## src/rtl/csalu_pkg.sv

```systemverilog
package csalu_pkg;
  localparam int CODE_W = 4;

  typedef enum logic [1:0] {
    CSEL_ZERO = 2'd0,
    CSEL_ONE  = 2'd1,
    CSEL_EXT  = 2'd2,
    CSEL_RSVD = 2'd3
  } csel_e;

  // Truth-table codes, bit index = 2*high_select + low_select
  localparam logic [CODE_W-1:0] FC_NOR   = 4'd1;
  localparam logic [CODE_W-1:0] FC_NAB   = 4'd2;
  localparam logic [CODE_W-1:0] FC_NOTA  = 4'd3;
  localparam logic [CODE_W-1:0] FC_ANB   = 4'd4;
  localparam logic [CODE_W-1:0] FC_XOR   = 4'd6;
  localparam logic [CODE_W-1:0] FC_AND   = 4'd8;
  localparam logic [CODE_W-1:0] FC_XNOR  = 4'd9;
  localparam logic [CODE_W-1:0] FC_PASSA = 4'd12;
  localparam logic [CODE_W-1:0] FC_OR    = 4'd14;
endpackage

```

## src/rtl/gfu_mux.sv

```systemverilog
module gfu_mux
  import csalu_pkg::*;
(
  input  logic [CODE_W-1:0] code,
  input  logic              sel_hi,
  input  logic              sel_lo,
  output logic              y
);
  always_comb begin
    unique case ({sel_hi, sel_lo})
      2'b00:   y = code[0];
      2'b01:   y = code[1];
      2'b10:   y = code[2];
      default: y = code[3];
    endcase
  end
endmodule

```

## src/rtl/carry_cell.sv

```systemverilog
module carry_cell (
  input  logic prop,
  input  logic kill,
  input  logic c_in,
  output logic c_out
);
  // Carry passes through when propagating, otherwise generated unless killed
  assign c_out = prop ? c_in : ~kill;
endmodule

```

## src/rtl/alu_bit_slice.sv

```systemverilog
module alu_bit_slice
  import csalu_pkg::*;
(
  input  logic              a_bit,
  input  logic              b_bit,
  input  logic              c_in,
  input  logic [CODE_W-1:0] p_code,
  input  logic [CODE_W-1:0] k_code,
  input  logic [CODE_W-1:0] r_code,
  output logic              r_bit,
  output logic              c_out
);
  logic prop;
  logic kill;

  gfu_mux u_prop (.code(p_code), .sel_hi(a_bit), .sel_lo(b_bit), .y(prop));
  gfu_mux u_kill (.code(k_code), .sel_hi(a_bit), .sel_lo(b_bit), .y(kill));
  gfu_mux u_res  (.code(r_code), .sel_hi(prop),  .sel_lo(c_in),  .y(r_bit));

  carry_cell u_cc (.prop(prop), .kill(kill), .c_in(c_in), .c_out(c_out));
endmodule

```

## src/rtl/coded_slice_alu.sv

```systemverilog
module coded_slice_alu
  import csalu_pkg::*;
#(
  parameter int WIDTH = 8
) (
  input  logic [WIDTH-1:0]  opa,
  input  logic [WIDTH-1:0]  opb,
  input  logic              cin,
  input  logic [CODE_W-1:0] p_code,
  input  logic [CODE_W-1:0] k_code,
  input  logic [CODE_W-1:0] r_code,
  input  logic [1:0]        cin_sel,
  output logic [WIDTH-1:0]  result,
  output logic              cout
);
  localparam int CHAIN_W = WIDTH + 1;

  logic [CHAIN_W-1:0] chain;

  always_comb begin
    unique case (csel_e'(cin_sel))
      CSEL_ZERO: chain[0] = 1'b0;
      CSEL_ONE:  chain[0] = 1'b1;
      CSEL_EXT:  chain[0] = cin;
      default:   chain[0] = 1'b0;
    endcase
  end

  for (genvar i = 0; i < WIDTH; i++) begin : g_slice
    alu_bit_slice u_slice (
      .a_bit  (opa[i]),
      .b_bit  (opb[i]),
      .c_in   (chain[i]),
      .p_code (p_code),
      .k_code (k_code),
      .r_code (r_code),
      .r_bit  (result[i]),
      .c_out  (chain[i+1])
    );
  end

  assign cout = chain[WIDTH];
endmodule

```

## config.mk

```make
export PLATFORM = sky130hd
export DESIGN_NAME = coded_slice_alu
export DESIGN_NICKNAME = d
export VERILOG_FILES = /design/src/rtl/csalu_pkg.sv /design/src/rtl/gfu_mux.sv /design/src/rtl/carry_cell.sv /design/src/rtl/alu_bit_slice.sv /design/src/rtl/coded_slice_alu.sv
export SDC_FILE = /design/constraint.sdc
export NUM_CORES = 1
export LEC_CHECK = 0
export BUFFER_PORTS_ARGS = -buffer_cell sky130_fd_sc_hd__clkbuf_2
export CORE_MARGIN = 4
export CORE_UTILIZATION = 45
export DETAILED_ROUTE_END_ITERATION = 10
export PLACE_DENSITY = 0.79
export SLEW_MARGIN = 20
export SYNTH_ARGS = -nofsm -noshare
export SYNTH_HDL_FRONTEND = slang
export SYNTH_SLANG_ARGS = --single-unit
export TNS_END_PERCENT = 10
```

## constraint.sdc

```tcl
create_clock -name vclk -period 3.7
set_input_delay 0.185 -clock vclk [all_inputs]
set_output_delay 0.185 -clock vclk [all_outputs]
set_load 0.02 [all_outputs]
```

==> flow_metrics.env, run 1 <==
export IMPL_die_ht_microns=50.05
export IMPL_min_delay_path_class="primary input to primary output"
export IMPL_synth_avg_cell_area_sq_um=13.49
export IMPL_dpl_cell_area_sq_um=965.9
export IMPL_die_area_sq_um=2505
export IMPL_post_route_min_period_ns=2.578
export IMPL_utilization_pct=60.60
export IMPL_clockBufferCount=0
export IMPL_ys_seq_area_share_pct=0
export IMPL_mostFrequentLayoutCell="sky130_fd_sc_hd__clkbuf_2"
export IMPL_critical_path_startpoint_category="primary input"
export IMPL_path_delay_family="multiplexers"
export IMPL_grt_overflow_total=0
export IMPL_avgViaCountPerCell=6.070
export IMPL_portBuffers=40
export IMPL_dp_cells=115
export IMPL_min_period_over_period_pct=69.67
export IMPL_maximum_number_of_pins_on_one_net_before_global_route_repair=9
export IMPL_hold_end="result[4]"
export IMPL_mostFrequentLayoutCells="40 x sky130_fd_sc_hd__clkbuf_2, 23 x sky130_fd_sc_hd__mux4_2, 5 x sky130_fd_sc_hd__a21oi_1, 4 x sky130_fd_sc_hd__nor2b_1, 3 x sky130_fd_sc_hd__mux2i_1"
export IMPL_critical_path_depth=8
export IMPL_cts_repair_resized=0
export IMPL_seq_cells=0
export IMPL_wire_length_of_the_first_global_routing_pass_microns=3098
export IMPL_crit_path_max_fanout=8
export IMPL_route_final_wire_length_microns=1773
export IMPL_max_slew_worst_pin_slew_ns=0.3249
export IMPL_path_class="primary input to primary output"
export IMPL_count_of_tritonroute_iterations_in_the_first_routing_pass=4
export IMPL_netlist_area_sq_um=795.8
export IMPL_critPathSlowestCell="sky130_fd_sc_hd__mux4_2"
export IMPL_gr_usage_all_layers_pct=14.72
export IMPL_cts_repair_timing_setup_buffer_count=0
export IMPL_num_antenna_cells=0
export IMPL_gp_congestion=0.7945
export IMPL_crit_chain="clkbuf_2 > mux4_2 > and2_1 > a22o_1 > a311oi_4 > a31oi_1 > mux4_2 > clkbuf_2"
export IMPL_power_per_cell_area_nw_per_um2=193.8
export IMPL_max_freq_ghz=0.3879
export IMPL_route_detailed_wl_per_inst_microns=15.42
export IMPL_rows=14
export IMPL_rsz_0062_raised_after_global_routing="false"
export IMPL_synth_nets=92
export IMPL_run_status="finished clean"
export IMPL_grt_antenna_before_repair=0
export IMPL_post_route_drc_count=0
export IMPL_initial_core_util_pct=49.92
export IMPL_final_max_slew_viol_count=0
export IMPL_overall_die_width_microns=50.05
export IMPL_crit_path_end_kind="primary output"
export IMPL_hold_ws_ns=0.8643
export IMPL_layout_drive_gt1_share_pct=72.53
export IMPL_num_nets_final=126
export IMPL_finish_instance_area_sq_um=965.9
export IMPL_crit_buf_inv=2
export IMPL_final_setup_violations=0
export IMPL_ctsHoldBuffers=0
export IMPL_leakagePower_uw=0.0004125
export IMPL_io_pins=40
export IMPL_ir_worst_vdd_uv=92.63
export IMPL_drt_first_iter_violations=20
export IMPL_hold_start="r_code[1]"
export IMPL_timing_final_hold_violations=0
export IMPL_syn_instance_count=59
export IMPL_ys_types=17
export IMPL_core_area_sq_um=1594
export IMPL_via_count_of_the_first_global_routing_pass=717
export IMPL_route_vias_total=698
export IMPL_area_sequential_sq_um=0
export IMPL_critical_path_arrival_ns=2.39
export IMPL_worst_hold_path_num_cells=4
export IMPL_slowest_delay_ns=0.54
export IMPL_maxSlewHeadroom_pct=78.34
export IMPL_timing_max_cap_violations=0
export IMPL_area_growth_synth_to_final_pct=21.38
export IMPL_antenna_left=0
export IMPL_synth_warnings=0
export IMPL_worst_ep_required_time_ns=3.51
export IMPL_final_instance_count_excl_fill=115
export IMPL_post_route_setup_tns_ns=0
tightest hold or removal path: cells and delay by family:
kind / cells / cell delay, ns
buffers and inverters: 2 / 0.28
muxes: 1 / 0.13
AOI/OAI and AO/OA: 1 / 0.08
synth_stat cells:
| cell | n | area (sq um) |
|---|---|---|
| sky130_fd_sc_hd__mux4_2 | 23 | 518.0 |
| sky130_fd_sc_hd__buf_4 | 8 | 60.06 |
| sky130_fd_sc_hd__a21oi_1 | 5 | 25.02 |
| sky130_fd_sc_hd__nor2b_1 | 4 | 25.02 |
| sky130_fd_sc_hd__mux2i_1 | 3 | 30.03 |
| sky130_fd_sc_hd__and2_1 | 2 | 12.51 |
| sky130_fd_sc_hd__ha_1 | 2 | 25.02 |
| sky130_fd_sc_hd__inv_1 | 2 | 7.510 |
| sky130_fd_sc_hd__nor2_1 | 2 | 7.510 |
| sky130_fd_sc_hd__a211oi_1 | 1 | 7.510 |
| sky130_fd_sc_hd__a21boi_1 | 1 | 7.510 |
| sky130_fd_sc_hd__a21o_1 | 1 | 7.510 |
| sky130_fd_sc_hd__a22o_1 | 1 | 8.760 |
| sky130_fd_sc_hd__a311oi_4 | 1 | 26.28 |
| sky130_fd_sc_hd__a31oi_1 | 1 | 6.260 |
| sky130_fd_sc_hd__mux2_4 | 1 | 15.01 |
| sky130_fd_sc_hd__or2_2 | 1 | 6.260 |
through the flow:
stage | worst slack, ns | power [uW]
global route | 1.014 | 204.1
finish | 1.122 | 187.2
global placement | 1.189 | 184.7
floorplan | 1.358 | 151.7
detailed placement | 1.107 | 188.2
CTS | 1.118 | 188.4
layer usage:
layer  vias up  routed length (microns)  track usage [%]
met3         0                      151           0.9036
li1        322                        -                -
met2        42                      860            25.65
met4         0                        0                0
met1       334                      761            21.24
met5         -                        0                0
cell type report:
type                            count  area [sq um]
Fill cell                         140         628.1
Inverter                            2         7.507
Timing Repair Buffer               40         200.2
Tap cell                           24         30.03
Multi-Input combinational cell     49         728.2
cells by family (layout without fill, tap and decap cells):
group	Yosys count	count (layout)	synth area share, %
adders and majority gates	2	2	3.144
buffers and inverters	10	42	8.491
and+or+nand+nor	9	9	6.447
muxes	27	27	70.75
AOI/OAI and AO/OA	11	11	11.17
worst max-delay path by stage:
stage	startpoint	end	slack (ns)
floorplan	cin_sel[0]	result[7]	1.36
global placement	p_code[3]	result[7]	1.19
detailed placement	p_code[3]	result[7]	1.11
CTS	p_code[3]	result[7]	1.12
global route	p_code[3]	result[7]	1.01
finish	p_code[3]	result[7]	1.12
report_power, final:
part | total (uW) | internal, uW | switching, uW
Sequential | 0 | 0 | 0
Combinational | 187 | 95.4 | 91.8
Clock | 0 | 0 | 0
Total | 187 | 95.4 | 91.8
(Power assumes the default switching activity.)
==> run 2: changes to the inputs <==
ABC_AREA = 1   (was not set)
PLACE_DENSITY = 0.77   (was 0.79)
clock period = 2.3 ns   (was 3.7 ns; I/O delays follow)
==> flow_metrics.env, run 2 <==
export IMPL_synth_nets=223
export IMPL_via_count_of_the_first_global_routing_pass=1186
export IMPL_layout_drive_gt1_share_pct=28.96
export IMPL_core_area_sq_um=2255
export IMPL_groute_layer_met1_usage_pct=25.23
export IMPL_library_cell_with_the_highest_instance_count_after_synthesis="sky130_fd_sc_hd__nand2_1"
export IMPL_synth_commonest_cells="46 x sky130_fd_sc_hd__nand2_1, 28 x sky130_fd_sc_hd__inv_1, 20 x sky130_fd_sc_hd__nand3_1, 20 x sky130_fd_sc_hd__o21ai_0"
export IMPL_critPathSlowestCell="sky130_fd_sc_hd__ha_1"
export IMPL_run_status="finished clean"
export IMPL_crit_path_end_kind="primary output"
export IMPL_overall_die_width_microns=57.13
export IMPL_ctsHoldBuffers=0
export IMPL_drt_first_iter_violations=46
export IMPL_seq_cells=0
export IMPL_post_route_setup_tns_ns=0
export IMPL_grt_most_used_layer="met2"
export IMPL_route_final_wire_length_microns=2865
export IMPL_ys_types=29
export IMPL_critical_path_top_cell_by_count="sky130_fd_sc_hd__nand3_4"
export IMPL_cts_repair_timing_setup_buffer_count=0
export IMPL_synth_avg_cell_area_sq_um=5.716
export IMPL_synth_top_cells_by_area="sky130_fd_sc_hd__nand2_1 16%, sky130_fd_sc_hd__inv_1 9.7%, sky130_fd_sc_hd__nand3_4 9.7%, sky130_fd_sc_hd__nand3_1 9.2%, sky130_fd_sc_hd__o21ai_0 9.2%"
export IMPL_hpwl_microns=2442
export IMPL_initial_core_util_pct=48.17
export IMPL_mostFrequentLayoutCells="46 x sky130_fd_sc_hd__nand2_1, 40 x sky130_fd_sc_hd__clkbuf_2, 28 x sky130_fd_sc_hd__inv_1, 20 x sky130_fd_sc_hd__o21ai_0, 20 x sky130_fd_sc_hd__nand3_1"
export IMPL_maxSlewHeadroom_pct=73.84
export IMPL_post_route_min_period_ns=1.980
export IMPL_gp_congestion=0.7912
export IMPL_synth_top_area_cell="sky130_fd_sc_hd__nand2_1"
export IMPL_syn_instance_count=190
export IMPL_worst_ep_required_time_ns=2.18
export IMPL_wire_length_of_the_first_global_routing_pass_microns=4961
export IMPL_max_slew_worst_pin_slew_ns=0.3924
export IMPL_crit_chain="clkbuf_2 > inv_1 > ha_1 > a21oi_2 > nand3_2 > nand3_4 > nand3_4 > nand3_4 > nand3_4 > nand3_4 > nand2_1 > o21ai_1 > nand2_1 > o211ai_1 > clkbuf_2"
export IMPL_slowest_delay_ns=0.28
export IMPL_path_class="primary input to primary output"
export IMPL_rsz_0062_raised_after_global_routing="false"
export IMPL_mostFrequentLayoutCell="sky130_fd_sc_hd__nand2_1"
export IMPL_globalRouteMet2Util_pct=30.67
export IMPL_critical_path_startpoint_category="primary input"
export IMPL_ys_seq_area_share_pct=0
export IMPL_timing_final_hold_violations=0
export IMPL_area_growth_synth_to_final_pct=15.44
export IMPL_critical_path_arrival_ns=1.86
export IMPL_num_antenna_cells=0
export IMPL_finish_instance_area_sq_um=1254
export IMPL_utilization_pct=55.60
export IMPL_met3_usage_pct=0.6787
export IMPL_rows=17
export IMPL_maximum_number_of_pins_on_one_net_before_global_route_repair=9
export IMPL_area_sequential_sq_um=0
export IMPL_synth_top_area_share_pct=15.90
export IMPL_max_freq_ghz=0.5051
export IMPL_route_detailed_wl_per_inst_microns=11.51
export IMPL_portBuffers=40
export IMPL_crit_path_max_fanout=4
export IMPL_power_per_cell_area_nw_per_um2=291.9
export IMPL_final_max_slew_viol_count=0
export IMPL_min_delay_path_class="primary input to primary output"
export IMPL_io_pins=40
export IMPL_synth_warnings=0
export IMPL_avgViaCountPerCell=5.438
export IMPL_die_ht_microns=57.13
export IMPL_post_route_drc_count=0
export IMPL_grt_antenna_before_repair=0
export IMPL_cts_repair_resized=0
export IMPL_min_period_over_period_pct=86.07
export IMPL_route_vias_total=1354
export IMPL_timing_max_cap_violations=0
export IMPL_grt_overflow_total=0
export IMPL_ir_worst_vdd_uv=168.9
export IMPL_antenna_left=0
export IMPL_hold_ws_ns=0.6694
export IMPL_die_area_sq_um=3263
export IMPL_fin_total_pwr_uw=365.9
export IMPL_dpl_cell_area_sq_um=1254
export IMPL_num_nets_final=256
export IMPL_gr_usage_all_layers_pct=17.52
export IMPL_count_of_tritonroute_iterations_in_the_first_routing_pass=4
export IMPL_final_setup_violations=0
export IMPL_clockBufferCount=0
export IMPL_netlist_area_sq_um=1086
export IMPL_leakagePower_uw=0.0006621
## run 2: changes by cell type after synthesis, sizes merged, moves of 5 or more
cell / before / now
o211ai: 0 / 5
nand2: 0 / 53
nand3: 0 / 28
a21oi: 5 / 10
inv: 2 / 32
o221ai: 0 / 5
mux4: 23 / 0
o21ai: 0 / 24
## run 2: final timing paths
check | slack [ns] | end | depth (start not counted) | from
setup / recovery | 0.32 | result[6] | 15 | cin_sel[0]
hold / removal | 0.67 | result[4] | 4 | r_code[0]
## run 2: cell type report
type / instances / area, sq um
repair buffers: 40 / 200.2
well taps: 28 / 35.03
fillers: 262 / 1001
multi-input cells: 148 / 894.6
inverters: 33 / 123.9
## run 2: critical path: cells and delay by family
kind	cells	cell delay (ns)
adders and majority gates	1	0.28
AOI/OAI and AO/OA	3	0.39
buffers and inverters	3	0.32
and+or+nand+nor	8	0.75
## run 2: routing by layer
metal,wire length [microns],up-vias
met4,0,0
met3,211,0
met2,1309,44
met1,1343,596
met5,0,-
li1,-,714
## run 2: stage by stage
step / worst slack, ns / cells
global placement: 0.3473 / 249
CTS: 0.3018 / 249
finish: 0.3203 / 249
global route: 0.1216 / 249
detailed placement: 0.3045 / 249
floorplan: 0.5742 / 190
## run 2: cell families (layout without fill, tap and decap cells)
| group | after synthesis | after routing | share of synthesized area, % |
|---|---|---|---|
| and+or+nand+nor | 89 | 89 | 44.82 |
| AOI/OAI and AO/OA | 57 | 57 | 35.25 |
| buffers and inverters | 42 | 73 | 17.63 |
| adders and majority gates | 2 | 2 | 2.304 |
## run 2: report_power, final
| group | switching (uW) | leakage, uW | internal [uW] |
|---|---|---|---|
| Sequential | 0 | 0 | 0 |
| Clock | 0 | 0 | 0 |
| Combinational | 235 | 0.000662 | 131 |
==> run 3: changes to the inputs <==
PLACE_DENSITY = 0.74   (was 0.77)
clock period = 2.5 ns   (was 2.3 ns; I/O delays follow)
==> flow_metrics.env, run 3 (synthesized netlist as in run 2, its figures left out) <==
export IMPL_io_pins=40
export IMPL_initial_core_util_pct=48.17
export IMPL_maxSlewHeadroom_pct=74.60
export IMPL_grt_overflow_total=0
export IMPL_globalRouteMet2Util_pct=30.02
export IMPL_critical_path_top_cell_by_count="sky130_fd_sc_hd__nand3_4"
export IMPL_final_setup_violations=0
export IMPL_multi_input_comb_area_sq_um=894.6
export IMPL_min_delay_path_class="primary input to primary output"
export IMPL_post_route_drc_count=0
export IMPL_mostFrequentLayoutCells="46 x sky130_fd_sc_hd__nand2_1, 40 x sky130_fd_sc_hd__clkbuf_2, 28 x sky130_fd_sc_hd__inv_1, 20 x sky130_fd_sc_hd__o21ai_0, 20 x sky130_fd_sc_hd__nand3_1"
export IMPL_min_period_over_period_pct=79.55
export IMPL_crit_chain="clkbuf_2 > inv_1 > ha_1 > a21oi_2 > nand3_2 > nand3_4 > nand3_4 > nand3_4 > nand3_4 > nand3_4 > nand3_4 > nand2_2 > nand2_1 > o31ai_1 > clkbuf_2"
export IMPL_met3_usage_pct=0.4525
export IMPL_layout_drive_gt1_share_pct=28.96
export IMPL_via_count_of_the_first_global_routing_pass=1207
export IMPL_ir_worst_vdd_uv=137.7
export IMPL_startpoint="cin_sel[0]"
export IMPL_dp_cells=249
export IMPL_post_route_setup_tns_ns=0
export IMPL_hold_start="r_code[0]"
export IMPL_post_route_min_period_ns=1.989
export IMPL_avgViaCountPerCell=5.450
export IMPL_seq_cells=0
export IMPL_critical_path_startpoint_category="primary input"
export IMPL_max_freq_ghz=0.5028
export IMPL_num_nets_final=256
export IMPL_die_area_sq_um=3263
export IMPL_route_final_wire_length_microns=2913
export IMPL_crit_buf_inv=3
export IMPL_count_of_tritonroute_iterations_in_the_first_routing_pass=4
export IMPL_rows=17
export IMPL_area_growth_synth_to_final_pct=15.44
export IMPL_gr_usage_all_layers_pct=18.35
export IMPL_hpwl_microns=2481
export IMPL_drt_first_iter_violations=28
export IMPL_path_delay_family="simple AND/OR/NAND/NOR gates"
export IMPL_power_per_cell_area_nw_per_um2=269.1
export IMPL_leakagePower_uw=0.0006621
export IMPL_run_status="finished clean"
export IMPL_groute_layer_met1_usage_pct=28.30
export IMPL_clockBufferCount=0
export IMPL_final_instance_count_excl_fill=249
export IMPL_hold_ws_ns=0.6995
export IMPL_num_antenna_cells=0
export IMPL_fin_total_pwr_uw=337.3
export IMPL_cts_repair_resized=0
export IMPL_cts_repair_timing_setup_buffer_count=0
export IMPL_antenna_left=0
export IMPL_critical_path_arrival_ns=1.86
export IMPL_final_max_slew_viol_count=0
export IMPL_route_detailed_wl_per_inst_microns=11.70
export IMPL_die_ht_microns=57.13
export IMPL_max_slew_worst_pin_slew_ns=0.3810
export IMPL_wire_length_of_the_first_global_routing_pass_microns=5168
export IMPL_portBuffers=40
export IMPL_slowest_delay_ns=0.29
export IMPL_timing_final_hold_violations=0
export IMPL_gp_congestion=0.7927
export IMPL_grt_most_used_layer="met2"
export IMPL_path_class="primary input to primary output"
export IMPL_overall_die_width_microns=57.13
export IMPL_area_sequential_sq_um=0
export IMPL_timing_max_cap_violations=0
export IMPL_maximum_number_of_pins_on_one_net_before_global_route_repair=9
export IMPL_critPathSlowestCell="sky130_fd_sc_hd__ha_1"
export IMPL_ctsHoldBuffers=0
export IMPL_grt_antenna_before_repair=0
export IMPL_crit_path_max_fanout=4
export IMPL_core_area_sq_um=2255
export IMPL_worst_ep_required_time_ns=2.38
export IMPL_mostFrequentLayoutCell="sky130_fd_sc_hd__nand2_1"
export IMPL_crit_path_end_kind="primary output"
export IMPL_route_vias_total=1357
export IMPL_rsz_0062_raised_after_global_routing="false"
export IMPL_fill_cells=250
## run 3: stage by stage
| step | setup slack, ns | util, % | area, sq um |
|---|---|---|---|
| final | 0.5112 | 55.60 | 1254 |
| after global routing | 0.2758 | 55.60 | 1254 |
| after CTS | 0.4823 | 55.60 | 1254 |
| after floorplan | 0.7542 | - | 1086 |
| after global placement | 0.5151 | 55.60 | 1254 |
| after detailed placement | 0.4811 | 55.60 | 1254 |
## run 3: worst paths after layout
path,end,slack (ns),cells past startpoint
setup / recovery,cout,0.51,15
hold / removal,result[6],0.70,4
## run 3: per-layer routing
layer | vias to the layer above | part of all wire (%) | wire length, microns
li1 | 711 | - | -
met1 | 605 | 50 | 1468
met2 | 41 | 43 | 1266
met3 | 0 | 6.1 | 178
met4 | 0 | 0 | 0
met5 | - | 0 | 0
## run 3: cell type report
cell class | count | share of cell area, %
multi-input cells | 148 | 71.36
inverters | 33 | 9.880
repair buffers | 40 | 15.97
well taps | 28 | 2.794
## run 3: where the power goes
part | internal [uW] | switching, uW | total (uW)
Sequential | 0 | 0 | 0
Combinational | 121 | 217 | 337
Clock | 0 | 0 | 0
